File: src/rtl/cpac_pkg.sv
package cpac_pkg;

    localparam int REG_W    = 32;
    localparam int FLD_W    = 2;
    localparam int SIMD_BIT = 31;
    localparam int TRC_BIT  = 28;
    localparam int CPA_LO   = 20;
    localparam int CPB_LO   = 22;
    localparam int CPA_HI   = CPA_LO + FLD_W - 1;
    localparam int CPB_HI   = CPB_LO + FLD_W - 1;

    localparam logic [REG_W-1:0] LIVE_MASK =
        (REG_W'(1) << SIMD_BIT) | (REG_W'(1) << TRC_BIT) |
        (REG_W'(3) << CPA_LO)   | (REG_W'(3) << CPB_LO);

    typedef struct packed {
        logic             simd_off;
        logic             trc_off;
        logic [FLD_W-1:0] cp_acc;
    } cpac_store_t;

    typedef enum logic {
        RDP_IDLE = 1'b0,
        RDP_RESP = 1'b1
    } rdp_state_t;

endpackage

File: src/rtl/cpac_store.sv
module cpac_store
    import cpac_pkg::*;
#(
    parameter bit HAS_FPU   = 1'b1,
    parameter bit HAS_TRACE = 1'b1
) (
    input  logic             clk,
    input  logic             rst_n,
    input  logic             wr_en,
    input  logic             wd_simd,
    input  logic             wd_trc,
    input  logic [FLD_W-1:0] wd_cp,
    input  logic             nonsec,
    input  logic             sec_cp_allow,
    input  logic             sec_simd_off,
    input  logic             sec_trace_off,
    output cpac_store_t      st
);

    generate
        if (HAS_FPU) begin : g_fpu
            logic             simd_q;
            logic [FLD_W-1:0] cp_q;
            logic             simd_we;
            logic             cp_we;

            always_comb begin
                simd_we = wr_en && !(nonsec && sec_simd_off);
                cp_we   = wr_en && !(nonsec && !sec_cp_allow);
            end

            always_ff @(posedge clk) begin
                if (!rst_n) begin
                    simd_q <= 1'b0;
                    cp_q   <= '0;
                end else begin
                    if (simd_we) simd_q <= wd_simd;
                    if (cp_we)   cp_q   <= wd_cp;
                end
            end

            assign st.simd_off = simd_q;
            assign st.cp_acc   = cp_q;
        end else begin : g_no_fpu
            wire unused_fpu_in = ^{wd_simd, wd_cp, sec_cp_allow, sec_simd_off};
            assign st.simd_off = 1'b0;
            assign st.cp_acc   = '0;
        end

        if (HAS_TRACE) begin : g_trc
            logic trc_q;
            logic trc_we;

            always_comb trc_we = wr_en && !(nonsec && sec_trace_off);

            always_ff @(posedge clk) begin
                if (!rst_n)      trc_q <= 1'b0;
                else if (trc_we) trc_q <= wd_trc;
            end

            assign st.trc_off = trc_q;
        end else begin : g_no_trc
            wire unused_trc_in = ^{wd_trc, sec_trace_off};
            assign st.trc_off = 1'b0;
        end
    endgenerate

endmodule

File: src/rtl/cpac_view.sv
module cpac_view
    import cpac_pkg::*;
#(
    parameter bit HAS_FPU   = 1'b1,
    parameter bit HAS_TRACE = 1'b1
) (
    input  cpac_store_t      st,
    input  logic             nonsec,
    input  logic             sec_cp_allow,
    input  logic             sec_simd_off,
    input  logic             sec_trace_off,
    output logic [REG_W-1:0] word
);

    logic [FLD_W-1:0] cp_seen;

    always_comb begin
        word    = '0;
        cp_seen = (nonsec && !sec_cp_allow) ? '0 : st.cp_acc;
        if (HAS_FPU) begin
            word[SIMD_BIT]      = st.simd_off | (nonsec & sec_simd_off);
            word[CPA_HI:CPA_LO] = cp_seen;
            word[CPB_HI:CPB_LO] = cp_seen;
        end
        if (HAS_TRACE) begin
            word[TRC_BIT] = st.trc_off | (nonsec & sec_trace_off);
        end
    end

endmodule

File: src/rtl/cpac_rdport.sv
module cpac_rdport
    import cpac_pkg::*;
(
    input  logic             clk,
    input  logic             rst_n,
    input  logic             rd_en,
    input  logic [REG_W-1:0] word,
    output logic [REG_W-1:0] rd_data,
    output logic             rd_valid
);

    rdp_state_t state_q;
    rdp_state_t state_d;

    always_comb begin
        state_d = state_q;
        unique case (state_q)
            RDP_IDLE: state_d = rd_en ? RDP_RESP : RDP_IDLE;
            RDP_RESP: state_d = rd_en ? RDP_RESP : RDP_IDLE;
            default:  state_d = RDP_IDLE;
        endcase
    end

    always_ff @(posedge clk) begin
        if (!rst_n) state_q <= RDP_IDLE;
        else        state_q <= state_d;
    end

    always_ff @(posedge clk) begin
        if (!rst_n)     rd_data <= '0;
        else if (rd_en) rd_data <= word;
    end

    assign rd_valid = (state_q == RDP_RESP);

endmodule

File: src/rtl/coproc_access_ctl.sv
module coproc_access_ctl
    import cpac_pkg::*;
#(
    parameter bit HAS_FPU   = 1'b1,
    parameter bit HAS_TRACE = 1'b1
) (
    input  logic             clk,
    input  logic             rst_n,
    input  logic             wr_en,
    input  logic [REG_W-1:0] wr_data,
    input  logic             rd_en,
    output logic [REG_W-1:0] rd_data,
    output logic             rd_valid,
    input  logic             nonsec,
    input  logic             sec_cp_allow,
    input  logic             sec_simd_off,
    input  logic             sec_trace_off
);

    cpac_store_t      st;
    logic [REG_W-1:0] view_word;

    wire unused_wr_bits = ^(wr_data & ~(REG_W'(1) << SIMD_BIT) &
                            ~(REG_W'(1) << TRC_BIT) & ~(REG_W'(3) << CPA_LO));

    cpac_store #(.HAS_FPU(HAS_FPU), .HAS_TRACE(HAS_TRACE)) u_store (
        .clk           (clk),
        .rst_n         (rst_n),
        .wr_en         (wr_en),
        .wd_simd       (wr_data[SIMD_BIT]),
        .wd_trc        (wr_data[TRC_BIT]),
        .wd_cp         (wr_data[CPA_HI:CPA_LO]),
        .nonsec        (nonsec),
        .sec_cp_allow  (sec_cp_allow),
        .sec_simd_off  (sec_simd_off),
        .sec_trace_off (sec_trace_off),
        .st            (st)
    );

    cpac_view #(.HAS_FPU(HAS_FPU), .HAS_TRACE(HAS_TRACE)) u_view (
        .st            (st),
        .nonsec        (nonsec),
        .sec_cp_allow  (sec_cp_allow),
        .sec_simd_off  (sec_simd_off),
        .sec_trace_off (sec_trace_off),
        .word          (view_word)
    );

    cpac_rdport u_rdport (
        .clk      (clk),
        .rst_n    (rst_n),
        .rd_en    (rd_en),
        .word     (view_word),
        .rd_data  (rd_data),
        .rd_valid (rd_valid)
    );

endmodule

File: config.mk
export PLATFORM = sky130hd
export DESIGN_NAME = coproc_access_ctl
export DESIGN_NICKNAME = d
export VERILOG_FILES = /design/src/rtl/cpac_pkg.sv /design/src/rtl/cpac_store.sv /design/src/rtl/cpac_view.sv /design/src/rtl/cpac_rdport.sv /design/src/rtl/coproc_access_ctl.sv
export SDC_FILE = /design/constraint.sdc
export NUM_CORES = 1
export LEC_CHECK = 0
export ABC_AREA = 1
export BUFFER_PORTS_ARGS = -buffer_cell sky130_fd_sc_hd__buf_2
export CORE_MARGIN = 3
export CORE_UTILIZATION = 31
export DETAILED_ROUTE_END_ITERATION = 8
export PLACE_DENSITY = 0.78
export SLEW_MARGIN = 20
export SYNTH_ARGS = -nofsm -noshare
export SYNTH_HDL_FRONTEND = slang
export SYNTH_SLANG_ARGS = --single-unit
export TNS_END_PERCENT = 1
File: constraint.sdc
create_clock -name clk -period 0.8 [get_ports clk]
set_input_delay 0.24 -clock clk [delete_from_list [all_inputs] [get_ports clk]]
set_output_delay 0.24 -clock clk [all_outputs]
set_load 0.1 [all_outputs]
==> summary.md, run 1 <==
| Metric | Value |
|---|---|
| Outcome | finished, violations left |
| Failing checks | negative setup slack |
| Max_cap viols | 0 |
| Setup bufs post-CTS | 0 |
| # DRC | 0 |
| Critical path arrival | ~0.81 ns |
| Vias/cell | around 3.8 |
| Die X | slightly below 50 um |
| CTS Buffer Depth | 2 |
| Met3 wire length | ~150 um |
| Full die area | roughly 0.0024 mm^2 |
| Worst Reg2Reg Path Length in Cells | 2 |
| Minimum clock period | approximately 1.0 ns |
| Clock root cell | clkbuf_4 |
| Final setup violation count | 7 |
| Pwr Total | 1.756 mW |
| Initial antenna violation count | 0 |
| Crit. path cell count | 1 |
| Slew Limit Fails | 0 |
| Area grow syn2layout | 23.90% |
| CP Class | reg2out |
| CP startpoint | u_rdport.rd_data[23] |
| Total track usage | between 8 and 9% |
| Power Density | between 2000 and 2500 mW/mm^2 |
| Buf/Inv on CP | 1 |
| Share of layout cells above drive strength 1 | between 20 and 30% |
| Sequential fraction of the synthesis area | between 30% and 40% |
| Worst r2r src | u_rdport.rd_data[22] |
| Hold Path Class | in2reg |
| VDD IR max | around 0.93 mV |
| H-tree levels | 1 |
| Final hold violations | 0 |
| Family with the most delay on the worst path | flip-flops |
| Detailed Place HPWL | 804.6 um |
| Synth warn | 0 |
| CTS Sinks | 9 |
| Final wirelength | slightly below 1 mm |
| Req. time, crit path | 0.56 ns |
| Final WS setup | -0.2456 ns |
| Worst Setup End Kind | output port |
| Critical Path End | rd_data[23] |
| DR top layer | met4 |
| Synth Area per Inst | 7.410 um^2 |
| CTS resizes | 0 |
| Worst-path clk slew | approximately 0.06 ns |
| Crit Path Max Fanout | 3 |
| Row count | 14 |
| GPL Wtd Cong | ~0.66 |
| TritonCTS buffer count | 3 |
| Final net count | between 100 and 150 |
| Clock Latency Late Sink | about 0.26 ns |
| Yosys cell types | 13 |
| M1 WL | approximately 350 um |
| ANT nets after route | 0 |
| Largest net degree at the start of global routing | 10 |
| Flops & latches, synth | 9 |
| Die H | between 40 and 50 um |
| I/O pin total | 73 |
| Final worst-path cycle share | 130.7% |
| Metal2 WL | 445 um |
| Post-synthesis cell count | 77 |
| Crit start category | register |
| Via count | roughly 450 |
| Total grt overflow | 0 |
| Slowest CP cell | dfxtp_4 |
| Cell area after synthesis | 570.5 um^2 |
| Ant diodes | 0 |
| First-pass detailed-route iteration total | 4 |
| CP Cell Sequence | buf_12 |
| Core ar. | roughly 0.0016 mm^2 |
| Worst-case clock skew | 0.009007 ns |
| RSZ-0062 raised after global routing | yes |
| Sum Neg Setup Slack | -1.656 ns |
| Routed wire length per instance | 8.237 um |
| # fillers | roughly 180 |
| R2R Path End | u_rdport.rd_data[22] |
| First-pass GRT wire length | roughly 1.4 mm |
| CTS tree | yes |
| Iteration-0 DRC Markers | 7 |
| Buffers on Ports | 18 |
| Maximum clock frequency | 956.4 MHz |
| Slowest stage delay, CP | ~0.37 ns |
| Most common cell after layout, fill and taps aside | conb_1 |
| Initial Util | between 30% and 40% |
| Lkg Pwr | around 0.37 nW |
| R2r setup slk | around 0.08 ns |
| Hold Buf Count CTS | 0 |
| Most frequent cells in the layout | 26 x conb_1, 11 x buf_2, 9 x nand2_1, 8 x a21oi_1, 7 x buf_12 |
| Number of global-route vias before repair | 330 |
## where the power goes
group / internal, mW / leakage, nW / switching [mW] / total, mW
Clock: 0.192 / 0.0150 / 0.160 / 0.352
Combinational: 0.134 / 0.278 / 0.761 / 0.895
Sequential: 0.481 / 0.0768 / 0.0279 / 0.509
Total: 0.807 / 0.369 / 0.949 / 1.76
## flip-flops by register name, indices dropped and copies added, names as in the netlist
name / cells
u_store.g_trc.trc_q: 1
u_store.g_fpu.simd_q: 1
u_store.g_fpu.cp_q: 2
u_rdport.rd_valid: 1
u_rdport.rd_data: 4
## per-layer routing
| layer | vias to the layer above | GRT usage (%) |
|---|---|---|
| met3 | 4 | 5.199 |
| met1 | 186 | 8.333 |
| li1 | 222 | - |
| met4 | 0 | 7.109 |
| met2 | 33 | 11.54 |
| met5 | - | 0 |
## cell families (layout without fill, tap and decap cells)
group                  count (synthesis)  after routing  synth area share (%)
and+or+nand+nor                       20             20                 15.35
DFF                                    9              9                 31.58
AOI/OAI and AO/OA                     12             12                 10.53
buffers and inverters                 35             27                 41.88
other                                  1             26                0.6573
## cell usage after synthesis
cell type	instances	area, um^2
buf_4	28	210.2
dfxtp_1	9	180.2
nand2_1	9	33.78
a21oi_1	8	40.04
nor2_1	6	22.52
inv_1	5	18.77
o21ai_0	4	20.02
nand3_1	2	10.01
nand3b_1	2	15.01
buf_2	1	5.000
clkbuf_2	1	5.000
conb_1	1	3.750
nand2_2	1	6.260
## per-stage QoR
stage                     util, %  instances  hold WS [ns]  setup WS [ns]  cell area (um^2)
after floorplan                 -        102        0.3237        -0.1868             700.7
after global placement      42.24        114        0.4389        0.03017             680.7
after detailed placement    42.24        114        0.4539        0.02590             680.7
after global routing        43.87        118        0.2427        -0.2859             706.9
after CTS                   43.87        118        0.2292        -0.2607             706.9
final                       43.87        118        0.2322        -0.2456             706.9
## final cells by class
class / count / area (um^2) / area share (%)
clock buffer: 4 / 26.28 / 3.717
multi-input combinational: 58 / 245.2 / 34.69
tap: 24 / 30.03 / 4.248
timing repair buffer: 18 / 195.2 / 27.61
inverter: 5 / 18.77 / 2.655
sequential: 9 / 191.4 / 27.08
## worst min path at each step
stage	cells past startpoint	start	end	slack [ns]
floorplan	1	rd_en	u_rdport.rd_data[22]	0.32
global placement	2	u_store.g_fpu.cp_q[1]	u_rdport.rd_data[23]	0.44
detailed placement	2	u_store.g_fpu.cp_q[1]	u_rdport.rd_data[23]	0.45
CTS	3	rd_en	u_rdport.rd_valid	0.23
global route	2	rd_en	u_rdport.rd_data[22]	0.24
finish	3	rd_en	u_rdport.rd_valid	0.23
Note: power is estimated with default switching activity, not from simulation.
==> run 2, diff against run 1 <==
--- a/config.mk
+++ b/config.mk
@@ -11,6 +11,7 @@
 export CORE_UTILIZATION = 31
 export DETAILED_ROUTE_END_ITERATION = 8
 export PLACE_DENSITY = 0.78
+export REMOVE_ABC_BUFFERS = 1
 export SLEW_MARGIN = 20
 export SYNTH_ARGS = -nofsm -noshare
 export SYNTH_HDL_FRONTEND = slang
==> run 2 against run 1 <==
The flow still finishes with violations (negative setup slack); largest cell class unchanged; non-clock buffer count stayed put; combinational power is essentially flat; critical path type unchanged; largest power group unchanged; worst setup slack worse by 0.011 ns; clock power about the same; critical path depth unchanged; clock skew shrank 0.0076 ns; die area is the same; sequential power is essentially flat.
==> summary.md, run 2 (synthesis results as in run 1) <==
| Metric | Value |
|---|---|
| Final WS setup | -0.2569 ns (was -0.2456 ns) |
| Final wirelength | 1.005 mm (was 972 um) |
| Vias/cell | 3.822 (was 3.771) |
| Ant diodes | 0 (unchanged) |
| Slew Limit Fails | 0 (unchanged) |
| I/O pin total | 73 (unchanged) |
| Biggest register | u_rdport.rd_data (unchanged) |
| Via count | 451 (was 445) |
| Combinational share of power | 51.0% (about the same) |
| Met2 Resource Use GR | 12.90% (was 11.54%) |
| GPL Wtd Cong | 0.6471 (was 0.6601) |
| Final Cell Area | 706.9 um^2 (unchanged) |
| Sequential power share | 29.0% (about the same) |
| Clock Latency Late Sink | 0.26 ns (about the same) |
| Sw Ratio | 54.08% (was 54.05%) |
| Full die area | 0.002391 mm^2 (unchanged) |
| Detailed Place HPWL | 772.6 um (was 804.6 um) |
| Pwr Total | 1.757 mW (was 1.756 mW) |
| Hold Path Class | in2reg (unchanged) |
| Clock root cell | clkbuf_4 (unchanged) |
| Crit Path Max Fanout | 3 (unchanged) |
| Failing checks | negative setup slack (unchanged) |
| CTS tree | yes (unchanged) |
| Die H | 48.90 um (unchanged) |
| Outcome | finished, violations left (unchanged) |
| VDD IR max | 0.7045 mV (was 0.9339 mV) |
| Share of layout cells above drive strength 1 | 28.72% (unchanged) |
| Met1 Usage GRT | 9.779% (was 8.333%) |
| ANT nets after route | 0 (unchanged) |
| Switch Pwr | 950.1 uW (was 949.2 uW) |
| Setup bufs post-CTS | 0 (unchanged) |
| Iteration-0 DRC Markers | 10 (was 7) |
| Slowest CP cell | dfxtp_4 (unchanged) |
| Most frequent cells in the layout | 26 x conb_1, 11 x buf_2, 9 x nand2_1, 8 x a21oi_1, 7 x buf_12 (unchanged) |
| Power Density | 2485 mW/mm^2 (was 2484 mW/mm^2) |
| Area grow syn2layout | 23.90% (unchanged) |
| Int Pwr | 806.8 uW (about the same) |
| GRT Max-Usage Layer | met2 (unchanged) |
| M3 GR Usage | 4.281% (was 5.199%) |
| Critical path arrival | 0.82 ns (was 0.81 ns) |
| Initial antenna violation count | 0 (unchanged) |
| R2r setup slk | 0.12 ns (was 0.08 ns) |
| Largest regs | u_rdport.rd_data: 4 flops, u_store.g_fpu.cp_q: 2 flops (unchanged) |
| Final setup violation count | 7 (unchanged) |
| Lkg Pwr | 0.3694 nW (unchanged) |
| # DRC | 0 (unchanged) |
| Crit. path cell count | 1 (unchanged) |
| Die X | 48.90 um (unchanged) |
| Worst-case clock skew | 0.001417 ns (was 0.009007 ns) |
| Final hold violations | 0 (unchanged) |
| Max_cap viols | 0 (unchanged) |
| Core ar. | 0.001612 mm^2 (unchanged) |
| Hold Buf Count CTS | 0 (unchanged) |
| Clock Power Share | 20.0% (was 20.1%) |
| Buf/Inv on CP | 1 (unchanged) |
| Minimum clock period | 1.057 ns (was 1.046 ns) |
| Number of global-route vias before repair | 359 (was 330) |
| Most common cell after layout, fill and taps aside | conb_1 (unchanged) |
| RSZ-0062 raised after global routing | yes (unchanged) |
| Total track usage | 8.504% (was 8.195%) |
| R2R Path End | u_rdport.rd_data[22] (unchanged) |
| Critical Path End | rd_data[20] (was rd_data[23]) |
| TritonCTS buffer count | 3 (unchanged) |
| Place WS | -0.08299 ns (was 0.02590 ns) |
| Final worst-path cycle share | 132.1% (was 130.7%) |
| Final net count | 135 (unchanged) |
| Largest net degree at the start of global routing | 10 (unchanged) |
| Maximum clock frequency | 946.1 MHz (was 956.4 MHz) |
| CTS Buffer Depth | 2 (unchanged) |
| Initial Util | 35.40% (unchanged) |
| Max FFs per register | 4 (unchanged) |
| First-pass detailed-route iteration total | 4 (unchanged) |
| Family with the most delay on the worst path | flip-flops (unchanged) |
| CTS Sinks | 9 (unchanged) |
| Req. time, crit path | 0.56 ns (about the same) |
| First-pass GRT wire length | 1.559 mm (was 1.414 mm) |
| Row count | 14 (unchanged) |
| CP startpoint | u_rdport.rd_data[22] (was u_rdport.rd_data[23]) |
| Placed Area | 669.4 um^2 (was 680.7 um^2) |
| Slowest stage delay, CP | 0.38 ns (was 0.37 ns) |
| Worst Setup End Kind | output port (unchanged) |
| Worst Reg2Reg Path Length in Cells | 2 (unchanged) |
| Crit start category | register (unchanged) |
| CP Cell Sequence | buf_12 (unchanged) |
| Fin util | 43.87% (unchanged) |
| Worst r2r src | u_rdport.rd_data[22] (unchanged) |
| H-tree levels | 1 (unchanged) |
| Buffers on Ports | 18 (unchanged) |
| Hold_ws | 0.2421 ns (was 0.2322 ns) |
| CP Class | reg2out (unchanged) |
| Worst-path clk slew | 0.06 ns (about the same) |
| Total grt overflow | 0 (unchanged) |
| CTS resizes | 7 (was 0) |
| Routed wire length per instance | 8.517 um (was 8.237 um) |
-- run 2: cell counts in the layout (fill, tap and decap cells not counted) --
Identical to the previous run, type by type.
-- run 2: area by class of cell --
| type | count | area [um^2] |
|---|---|---|
| Tap cell | 24 | 30.03 |
| Timing Repair Buffer | 18 | 195.2 |
| Inverter | 5 | 18.77 |
| Clock buffer | 4 | 26.28 |
| Fill cell | 154 | 904.6 |
| Multi-Input combinational cell | 58 | 245.2 |
| Sequential cell | 9 | 191.4 |
-- run 2: power groups by stage --
stage / Combinational [mW] / Clock (mW) / Sequential, mW
after global placement: 0.886 / 0 / 0.517
after detailed placement: 0.889 / 0 / 0.519
after floorplan: 0.585 / 0 / 0.668
final: 0.896 / 0.352 / 0.509
after global routing: 0.919 / 0.384 / 0.514
after CTS: 0.892 / 0.359 / 0.510
-- run 2: metal layers --
layer	part of all wire, %	vias to the layer above
met4	2.0	0
met5	0	-
li1	-	221
met1	36	186
met2	44	42
met3	17	2
-- run 2: metrics by stage --
step / TNS (ns) / instances
final: -1.679 / 118
after global routing: -1.830 / 118
after CTS: -1.735 / 118
after detailed placement: -0.3212 / 114
after global placement: -0.2629 / 114
after floorplan: -8.411 / 72
-- run 2: how the worst min path moves through the flow --
stage,from,end,slack [ns],cells after the start
2_1_floorplan,rd_en,u_rdport.rd_valid,0.33,2
3_3_place_gp,u_store.g_fpu.cp_q[0],u_rdport.rd_data[22],0.45,2
3_5_place_dp,u_store.g_fpu.cp_q[0],u_rdport.rd_data[22],0.45,2
4_1_cts,rd_en,u_rdport.rd_data[22],0.23,2
5_1_grt,rd_en,u_rdport.rd_valid,0.25,3
6_report,rd_en,u_rdport.rd_data[23],0.24,2
